**src/rtl/req_qual.sv**
```systemverilog
module req_qual #(
  parameter int OPC_W = 8,
  parameter int QID_W = 3
) (
  input  logic             clk,
  input  logic             rst_n,
  input  logic [OPC_W-1:0] cfg_opc_a,
  input  logic [OPC_W-1:0] cfg_opc_b,
  input  logic [QID_W-1:0] cfg_queue,
  input  logic             cfg_loc_en,
  input  logic             cfg_rem_en,
  input  logic             cfg_near_en,
  input  logic             cfg_far_en,
  input  logic             cfg_nc_en,
  input  logic             cfg_isoc_en,
  input  logic [1:0]       evt_kind,
  input  logic             req_valid,
  input  logic [QID_W-1:0] req_queue,
  input  logic [OPC_W-1:0] req_opcode,
  input  logic             req_local,
  input  logic             req_near,
  input  logic             req_noncoh,
  input  logic             req_isoc,
  output logic             match_o
);

  logic a_on, b_on, opc_ok, q_ok, loc_ok, mem_ok, nc_ok, isoc_ok, tracked, next_match;

  assign a_on    = |cfg_opc_a;
  assign b_on    = |cfg_opc_b;
  assign opc_ok  = (!a_on && !b_on)
                 || (a_on && req_opcode == cfg_opc_a)
                 || (b_on && req_opcode == cfg_opc_b);
  assign q_ok    = req_queue == cfg_queue;
  assign loc_ok  = (cfg_loc_en == cfg_rem_en)
                 || (cfg_loc_en && req_local)
                 || (cfg_rem_en && !req_local);
  assign mem_ok  = (cfg_near_en == cfg_far_en)
                 || (cfg_near_en && req_near)
                 || (cfg_far_en && !req_near);
  assign nc_ok   = !cfg_nc_en || req_noncoh;
  assign isoc_ok = !cfg_isoc_en || req_isoc;
  assign tracked = !evt_kind[1];

  assign next_match = tracked
                    ? (req_valid && q_ok && opc_ok && loc_ok && mem_ok && nc_ok && isoc_ok)
                    : 1'b1;

  always_ff @(posedge clk) begin
    if (!rst_n) match_o <= 1'b0;
    else        match_o <= next_match;
  end


  reset_clear_chk: assert property (@(posedge clk) !rst_n |=> !match_o);


  untracked_pass_chk: assert property (@(posedge clk) disable iff (!rst_n)
    evt_kind[1] |=> match_o);


  invalid_drop_chk: assert property (@(posedge clk) disable iff (!rst_n)
    (!evt_kind[1] && !req_valid) |=> !match_o);


  queue_miss_chk: assert property (@(posedge clk) disable iff (!rst_n)
    (!evt_kind[1] && req_queue != cfg_queue) |=> !match_o);


  opc_miss_chk: assert property (@(posedge clk) disable iff (!rst_n)
    (!evt_kind[1] && (cfg_opc_a != '0 || cfg_opc_b != '0)
     && req_opcode != cfg_opc_a && req_opcode != cfg_opc_b) |=> !match_o);


  noncoh_need_chk: assert property (@(posedge clk) disable iff (!rst_n)
    (!evt_kind[1] && cfg_nc_en && !req_noncoh) |=> !match_o);


  isoc_need_chk: assert property (@(posedge clk) disable iff (!rst_n)
    (!evt_kind[1] && cfg_isoc_en && !req_isoc) |=> !match_o);

endmodule

```
**config.mk**
```make
export PLATFORM = sky130hd
export DESIGN_NAME = req_qual
export DESIGN_NICKNAME = d
export VERILOG_FILES = /design/src/rtl/req_qual.sv
export SDC_FILE = /design/constraint.sdc
export NUM_CORES = 1
export LEC_CHECK = 0
export BUFFER_PORTS_ARGS = -buffer_cell sky130_fd_sc_hd__clkbuf_2
export CORE_AREA = 2 2 39 41
export DETAILED_ROUTE_END_ITERATION = 6
export DIE_AREA = 0 0 41 43
export PLACE_DENSITY = 0.71
export REMOVE_ABC_BUFFERS = 1
export SETUP_SLACK_MARGIN = 0.02
export SLEW_MARGIN = 20
export SYNTH_ARGS = -nofsm -noshare
export SYNTH_HDL_FRONTEND = slang
export SYNTH_SLANG_ARGS = --single-unit
export TNS_END_PERCENT = 100
```
**constraint.sdc**
```tcl
create_clock -name clk -period 1.9 [get_ports clk]
set_input_delay 0.285 -clock clk [delete_from_list [all_inputs] [get_ports clk]]
set_output_delay 0.285 -clock clk [all_outputs]
set_load 0.05 [all_outputs]
```
==> impl_results.md <==
- Max Slew Vio Count: 0
- Vias per cell: around 4.6
- Wirelength per Cell: 9.552 um
- Top reg by flops: match_o
- Arrival time worst endpoint: ~1.3 ns
- Critical path capture point type: flip-flop
- Die H: between 40 and 50 um
- Total number of vias: ~480
- Placement Setup Slack: 0.5369 ns
- Final setup fails: 0
- Pin count of the biggest net entering global routing: 3
- Die W: slightly above 40 um
- Area Growth Syn to Fin: 65.08%
- Rel. slew slack: between 70% and 80%
- Core Region: between 1000 and 1500 um^2
- CP max stage cell: nor4_1
- Syn avg cell area: just over 8 um^2
- Main synth FF type: dfxtp_1
- Hold Path Depth: 3
- IO Count: between 40 and 50
- First-pass GRT wire length: 1711 um
- Share of post-route cells with drive strength above 1: between 50 and 60%
- Final WL: ~1000 um
- Crit start category: input port
- Final instance area: about 600 um^2
- Worst slew pin tran: ~0.42 ns
- Fill count: 160
- Row cnt: 14
- CP Class: input port to flip-flop
- CP max stage delay: around 0.42 ns
- Fraction of registers with async set/reset: 0%
- Initial core utilization: a little over a quarter
- Biggest regs: match_o (1)
- Post-synth EDFFs: 0
- Die Area: roughly 1800 um^2
- Max Fclk: around 730 MHz
- Maximum Capacitance Violations: 0
- Clk pin slew, worst setup/hold paths: 0 ns
- RSZ-0062 raised after global routing: false
- Pwr Total: 0.0001353 W
- Post-layout util: between 40% and 50%
- Buffers and inverters on the worst path: 1
- Sequential share of the synthesized area: around 5.4%
- Initial drt markers: 0
- Hold Buf Count CTS: 0
- Gr ovfl total: 0
- Tmin final: between 1 and 1.5 ns
- Detailed Routing Iterations Pass 1: 1
- Cell variety after synth: 17
- Yosys top cell area share: around two fifths
- Yosys warns: 0
- Outcome: finished clean
- Crit path max-delay family: compound AO/OA/AOI/OAI gates
- Most frequent cell after synthesis: xor2_1
- Setup TNS: 0 ns
- PostCTS Resize Cnt: 0
- Initial antenna violation count: 0
- Slack of the critical path: around 0.53 ns
- CP cell instances: clkbuf_2, nor4_1, a41oi_1, a311oi_2
- Synth area leaders: xor2_1 40%, nor4_2 10%, nor4_1 6.8%
- Cell Area, Placed: between 600 and 700 um^2
- Tcrit/Tclk final: slightly above 70%
- Synthesis-stage register bit count: 1
- Post-DP HPWL: between 1000 and 1500 um
- Pwr Density: 222.1 nW/um^2
- Antenna diodes: 0
- GRT Total Usage: between 10 and 15%
- Post-synth top cells: 17 x xor2_1, 4 x nor4_1, 3 x inv_1, 3 x nor4_2
- Peak VDD IR: 0.08499 mV
- Hold crit path type: input port to flip-flop
- Largest register FFs: 1
- Post-CTS Repair Setup Buffers: 0
- Instance count on the critical path: 4
- CP max FO: 2
- Synthesized instance count: 45
- Port Buffers: 44
- Synthesized area: 369.1 um^2
- Leading area contributor after synthesis: xor2_1
- Vias in the first global route: a little under 500
- Final Net Count: 136
- P_leak: approximately 0.31 nW
- CP required: 1.81 ns
- Drt drc: 0
- Gpl congestion: about 0.68
- Antenna viol nets, final: 0
- Hold Fails Final Rpt: 0
==> cells by family after synthesis <==
kind of cell | share of synthesized area [%]
AOI/OAI and AO/OA | 16.61
xor gates and xnor gates | 45.08
buffers and inverters | 3.051
DFF | 5.424
and+or+nand+nor | 29.83
==> worst min-delay path, cell delays in order <==
cell and delay, ns:
clkbuf_2 0.08, inv_1 0.05, a311oi_2 0.03
==> final timing paths <==
path    startpoint      end  slack, ns
min          rst_n  match_o       0.51
max   cfg_opc_b[4]  match_o       0.53
==> power by group <==
group	total, W	internal [W]	switching [W]	leakage [nW]
clock	0	0	0	0
sequential	0.0000226	0.0000224	0.000000192	0.00822
combinational	0.000113	0.0000609	0.0000519	0.300
==> layout make-up <==
class,count,area [um^2],share of cell area [%]
multi-input combinational,41,337.8,55.44
timing repair buffer,44,220.2,36.14
sequential,1,20.02,3.285
tap,16,20.02,3.285
inverter,3,11.26,1.848
==> cell usage in the layout, fill, tap and decap left out, types with 2 or more instances in the layout <==
cell / synthesis / layout
clkbuf_2: 0 / 44
nor2b_1: 2 / 2
a21oi_1: 2 / 2
nor3b_1: 2 / 2
xor2_1: 17 / 17
xnor2_1: 2 / 2
nor4_2: 3 / 3
nor4_1: 4 / 4
a41oi_1: 2 / 2
inv_1: 3 / 3
==> layer usage <==
layer  global-route usage [%]  wire [um]  vias up
met4                    1.333          0        0
li1                         -          -      258
met2                    23.44        509       21
met5                        0          0        -
met3                   0.5236         91        0
met1                    16.14        401      205
==> through the flow <==
| stage | std cells | hold slack, ns |
|---|---|---|
| 2_1_floorplan | 45 | 0.4125 |
| 3_3_place_gp | 105 | 0.5084 |
| 3_5_place_dp | 105 | 0.5098 |
| 4_1_cts | 105 | 0.5115 |
| 5_1_grt | 105 | 0.5220 |
| 6_report | 105 | 0.5064 |
No activity file was read; power rests on OpenSTA's default activity.
